==> src/rtl/bpg_pkg.sv <==
package bpg_pkg;
  // strobes from control to datapath for the error latch
  typedef struct packed {
    logic capture;
    logic clear;
  } latchCmd_t;
endpackage

==> src/rtl/bpg_datapath.sv <==
module bpg_datapath
  import bpg_pkg::*;
#(
  parameter int NUM_BANKS = 4,
  parameter int DATA_W    = 8,
  parameter int IDX_W     = 2
) (
  input  logic                 clk,
  input  logic                 rstN,
  input  logic [NUM_BANKS-1:0] bankSel,
  input  logic                 wrEn,
  input  logic [DATA_W-1:0]    wrData,
  input  logic                 rdValid,
  input  logic [DATA_W-1:0]    rdData,
  input  logic                 rdPar,
  input  latchCmd_t            cmd,
  output logic                 parOut,
  output logic                 parFail,
  output logic [NUM_BANKS-1:0] errBank,
  output logic [IDX_W-1:0]     errIdx
);
  logic [NUM_BANKS-1:0] bankQ;
  logic [IDX_W-1:0]     idxEnc;
  logic                 sumOdd;

  // odd parity: the stored bit makes the total count of ones odd
  assign parOut = ~(^wrData);

  assign sumOdd  = ^{rdData, rdPar};
  assign parFail = rdValid & ~wrEn & (|bankSel) & ~sumOdd;

  always_ff @(posedge clk or negedge rstN) begin
    if (!rstN)            bankQ <= '0;
    else if (cmd.clear)   bankQ <= '0;
    else if (cmd.capture) bankQ <= bankSel;
  end

  // lowest set bit wins
  always_comb begin
    idxEnc = '0;
    for (int b = NUM_BANKS - 1; b >= 0; b--) begin
      if (bankQ[b]) idxEnc = IDX_W'(b);
    end
  end

  assign errBank = bankQ;
  assign errIdx  = idxEnc;
endmodule

==> src/rtl/bpg_control.sv <==
module bpg_control
  import bpg_pkg::*;
(
  input  logic      clk,
  input  logic      rstN,
  input  logic      parFail,
  input  logic      errClr,
  output latchCmd_t cmd,
  output logic      errValid
);
  logic heldQ;

  always_comb begin
    cmd.clear   = errClr;
    cmd.capture = parFail & ~heldQ & ~errClr;
  end

  always_ff @(posedge clk or negedge rstN) begin
    if (!rstN)            heldQ <= 1'b0;
    else if (cmd.clear)   heldQ <= 1'b0;
    else if (cmd.capture) heldQ <= 1'b1;
  end

  assign errValid = heldQ;
endmodule

==> src/rtl/bank_parity_guard.sv <==
module bank_parity_guard
  import bpg_pkg::*;
#(
  parameter int NUM_BANKS = 4,
  parameter int DATA_W    = 8,
  localparam int IDX_W    = (NUM_BANKS > 1) ? $clog2(NUM_BANKS) : 1
) (
  input  logic                 clk,
  input  logic                 rstN,
  input  logic [NUM_BANKS-1:0] bankSel,
  input  logic                 wrEn,
  input  logic [DATA_W-1:0]    wrData,
  output logic                 parOut,
  input  logic                 rdValid,
  input  logic [DATA_W-1:0]    rdData,
  input  logic                 rdPar,
  input  logic                 errClr,
  output logic                 errValid,
  output logic [NUM_BANKS-1:0] errBankOneHot,
  output logic [IDX_W-1:0]     errBankIdx,
  output logic                 haltReq
);
  latchCmd_t cmd;
  logic      parFail;
  logic      held;

  bpg_datapath #(.NUM_BANKS(NUM_BANKS), .DATA_W(DATA_W), .IDX_W(IDX_W)) dp_i (
    .clk(clk), .rstN(rstN), .bankSel(bankSel), .wrEn(wrEn), .wrData(wrData),
    .rdValid(rdValid), .rdData(rdData), .rdPar(rdPar), .cmd(cmd),
    .parOut(parOut), .parFail(parFail), .errBank(errBankOneHot), .errIdx(errBankIdx)
  );

  bpg_control ctl_i (
    .clk(clk), .rstN(rstN), .parFail(parFail), .errClr(errClr),
    .cmd(cmd), .errValid(held)
  );

  assign errValid = held;
  assign haltReq  = held;
endmodule

==> config.mk <==
export PLATFORM = sky130hd
export DESIGN_NAME = bank_parity_guard
export DESIGN_NICKNAME = d
export VERILOG_FILES = /design/src/rtl/bpg_pkg.sv /design/src/rtl/bpg_datapath.sv /design/src/rtl/bpg_control.sv /design/src/rtl/bank_parity_guard.sv
export SDC_FILE = /design/constraint.sdc
export NUM_CORES = 1
export LEC_CHECK = 0
export ABC_AREA = 1
export BUFFER_PORTS_ARGS = -buffer_cell sky130_fd_sc_hd__buf_2
export CORE_UTILIZATION = 36
export DETAILED_ROUTE_END_ITERATION = 12
export GPL_TIMING_DRIVEN = 1
export PLACE_DENSITY_LB_ADDON = 0.25
export SYNTH_ARGS = -nofsm -noshare
export SYNTH_HDL_FRONTEND = slang
export SYNTH_SLANG_ARGS = --single-unit
export TNS_END_PERCENT = 50
==> constraint.sdc <==
create_clock -name clk -period 0.9 [get_ports clk]
set_clock_uncertainty 0.15 [all_clocks]
set_input_delay 0.045 -clock clk [delete_from_list [all_inputs] [get_ports clk]]
set_output_delay 0.045 -clock clk [all_outputs]
set_load 0.02 [all_outputs]
# After elaboration in Yosys (flattened, before gate mapping)
# Index checks and enable logic that the tools add are counted.
# word_totals
register_bits	5
latch_bits	0
ram_bits	0
romBits	0
out_inout_bits	9
memories	0
# classes
add_sub_neg	0
multipliers	0
div	0
n_lt_le_gt_ge	0
n_eq_ne	0
shift	0
muxes	8
bitwise	10
n_reduce_logical	4
# ops
operator	count
$reduce_xor A9 Y1	1
$mux W2	4
$mux W4	2
$reduce_xor A8 Y1	1
$and A1 B1 Y1	5
$not A1 Y1	5
$reduce_or A4 Y1	1
$mux W1	2
$reduce_bool A2 Y1	1

# Logic depth before layout (Yosys ltp)
# logic_depth
ltp_word	8
depth_mapped	12
depth_no_buf	12

# By module
# A second synthesis with hierarchy kept.
# hier_totals
cells_unflattened	73
area_unflattened_um2	494.2
# by_module_without_submodules
mod	instances	cells_each	area_each_um2
bpg_datapath	1	65	432.9
bpg_control	1	7	53.8
bank_parity_guard	1	1	7.5

# Worst setup path after synthesis
# OpenSTA, ideal clock, no wires.
# synth_path
path_type	register -> output
start	register dp_i.bankQ[2], in the netlist dp_i.errBank[2]
end	output port errBankIdx[1]
arrival_ns	0.998
required_time_ns	0.705
setup_slack_ns	-0.293
path_stages_with_launch	3
n_path_buf	0
path_cell_list	dfrtp_1 nor2_1 nor3_1
# synth_between
elab_chain_len	3
# synth_rtl
element	line	text
start: declaration	bpg_datapath.sv:22	logic [NUM_BANKS-1:0] bankQ;
start signal: assignment	bpg_datapath.sv:35	else if (cmd.capture) bankQ <= bankSel;
$mux W2 (3 in series)	bpg_datapath.sv:42	if (bankQ[b]) idxEnc = IDX_W'(b);
end: declaration	bank_parity_guard.sv:20	output logic [IDX_W-1:0] errBankIdx,
# Every way passes these cells.

# Worst setup path in the final report
# layout_path
start	register dp_i.bankQ[0], in the netlist dp_i.errBank[0]
end	output port errBankIdx[1]
# layout_between
elab_chain_len	1
# layout_rtl
element	line
$mux W2	bpg_datapath.sv:42
# Every way passes these cells.

==> run metrics <==
layout cells sized above 1 0.619; fin crit period 1200 ps; Pint 725 µW; Chip Width 39.9 µm; Max clock buf depth 2; reg-to-reg startpoint ctl_i.errValid$_DFFE_PN0P_; worst-path maximum fanout 3; slew at the pin with the worst max-slew slack 246 ps; max_cap viols 0; core footprint 1320 µm²; largest net degree at the start of global routing 7; row cnt 13; Final setup viols 14; vias per cell 4.61; Initial Util 0.392; I/O pin count 35; Clk Latency, worst-skew pair 250 ps; VDD IR max 0.000668 V; net count after synthesis 107; fin util 0.745; Reg power frac 0.238; Slowest-stage cell, CP dfrtp_2; failing checks hold timing, setup timing; DR vias 650; GRT Util Overall 0.179; CTS tree built; Syn. warnings 0; 1st-iter DRT viols 4; Ant. Diodes 0; HPWL Detailed 930 µm; Pwr Density 1180 nW/µm²; worst min-delay path category input pin to register; Synth Instances 81; Routed WL 1.36 mm; Syn Std Cell Area 517 µm²; Worst Setup End Kind output pin; H-tree levels 1; DRC 0; vias in the first global route 525; Max Freq 0.833 GHz; total power 1160 µW; Yosys top cell by area dfrtp_1; DR pass1 iterations 2; IO Port Bufs 34; Hold Fails Final Rpt 10; top cells by area, synth dfrtp_1 24%, nand2_1 19%, xnor2_1 12%; initial antenna violation count 0; setup_tns -2610 ps; Clock power frac 0.239; clk root buf clkbuf_4; switching pwr 433 µW; antenna-violating nets left 0; Gate power share 0.522; CTS clk-pin slew, worst paths 50 ps; post-layout net count 153; Hold Crit Start errClr; post-synth cell types 17; Avg Synthesized Cell Area 6.38 µm²; Slew Limit Fails 0; Lkg Pwr 0.000540 µW; most frequent cells in the layout 20 x buf_2, 15 x nand2_1, 13 x buf_6; Tcrit/Tclk final 1.33; post-synthesis sequential area ratio 0.242; CTS Buf Count 3; Worst slew margin 0.835; Final WS setup -300 ps; gr ovfl total 0; CP Class register to output pin; DR WL/cell 9.66 µm; Seq cells post-synth 5; WHS -114 ps; Synth-to-Final Area Change 89.8%; CP max stage delay 430 ps; gpl congestion 0.712; global-route wire length before repair 1.94 mm; most common cell after layout, fill and taps aside buf_2; Critical Path AT 1010 ps; Sink Count 5; Fill cells 112; Critical Path RT 700 ps; share of the synthesized area in the top cell type 0.242; CTS Hold Bufs 1; sw frac 0.374; Cell Chain, Critical Path nor3_4 -> buf_6; full die area 1590 µm²; chip height 39.9 µm; CP startpoint kind register; outcome finished, violations left; RSZ-0062 raised after global routing true; Critical Path Source dp_i.errBank[0]$_DFFE_PN0P_
==> Yosys cell counts <==
cell	number
nand2_4	1
nand3_1	7
nor2_2	1
nand2_1	26
nand3_4	1
nor2_1	7
inv_2	1
buf_4	1
xor2_1	4
nor4_1	1
a21oi_1	2
dfrtp_1	5
xnor2_1	7
nor3_2	1
nor3_1	1
nand2_2	1
inv_1	14
==> cells by family after synthesis <==
kind of cell    share of synthesized area
xor+xnor                            0.186
flops                               0.242
buf+inv                             0.123
simple gates                        0.429
compound gates                     0.0194
==> area by class of cell <==
class / count / area [µm²] / share of cell area
multi-input cells: 60 / 427 / 0.435
clock buffers: 4 / 26.3 / 0.0268
well taps: 15 / 18.8 / 0.0191
inverters: 15 / 56.3 / 0.0574
flip-flops and latches: 5 / 129 / 0.131
repair buffers: 42 / 324 / 0.330
==> worst max-delay path: cells and delay by family (launching register included) <==
| family | cells | cell delay [ps] |
|---|---|---|
| simple gates | 1 | 190 |
| buf+inv | 1 | 140 |
| flops | 1 | 430 |
==> flip-flops by register name, summed over array words and instances (netlist names) <==
signal          cells
dp_i.errBank        4
ctl_i.errValid      1
==> per-layer routing <==
| layer | global-route usage | vias to the layer above | part of all wire |
|---|---|---|---|
| met3 | 0.0170 | 2 | 0.034 |
| li1 | - | 336 | - |
| met4 | 0.0517 | 0 | 0.010 |
| met5 | 0 | - | 0 |
| met2 | 0.355 | 23 | 0.59 |
| met1 | 0.190 | 289 | 0.36 |
==> path summary, 6_finish.rpt <==
path                                                     to  slack, ps  cells after the start
worst max-delay path                          errBankIdx[1]       -300                      2
worst min-delay path             ctl_i.errValid$_DFFE_PN0P_       -110                      2
worst max register to register  dp_i.errBank[0]$_DFFE_PN0P_       -150                      5
worst min register to register   ctl_i.errValid$_DFFE_PN0P_        450                      2
max in group asynchronous        ctl_i.errValid$_DFFE_PN0P_        470                      2
min in group asynchronous       dp_i.errBank[0]$_DFFE_PN0P_        -20                      2
==> timing repair <==
item / CTS / global route
endpoints found under the setup margin: 14 / 14
gates resized for setup: 24 / 28
buffers inserted: 2 / 0
pin swaps: 2 / 17
endpoints found under the hold margin: 9 / 2
==> power groups by stage <==
stage	sequential, µW	clock, µW	combinational (µW)
detailed placement	274	0	451
CTS	275	266	550
floorplan	300	0	254
global placement	274	0	441
finish	276	277	605
global route	278	289	659
==> metrics by stage <==
stage                     cell area [µm²]  setup slack [ps]  hold slack [ps]  cells
after floorplan                       532              -122             -401     81
after detailed placement              751              -333             -290    134
final                                 981              -300             -114    141
after CTS                             880              -291             -107    141
after global placement                751              -293             -290    134
after global routing                  981              -332            -93.2    141
Power figures use the tool's default switching activity.
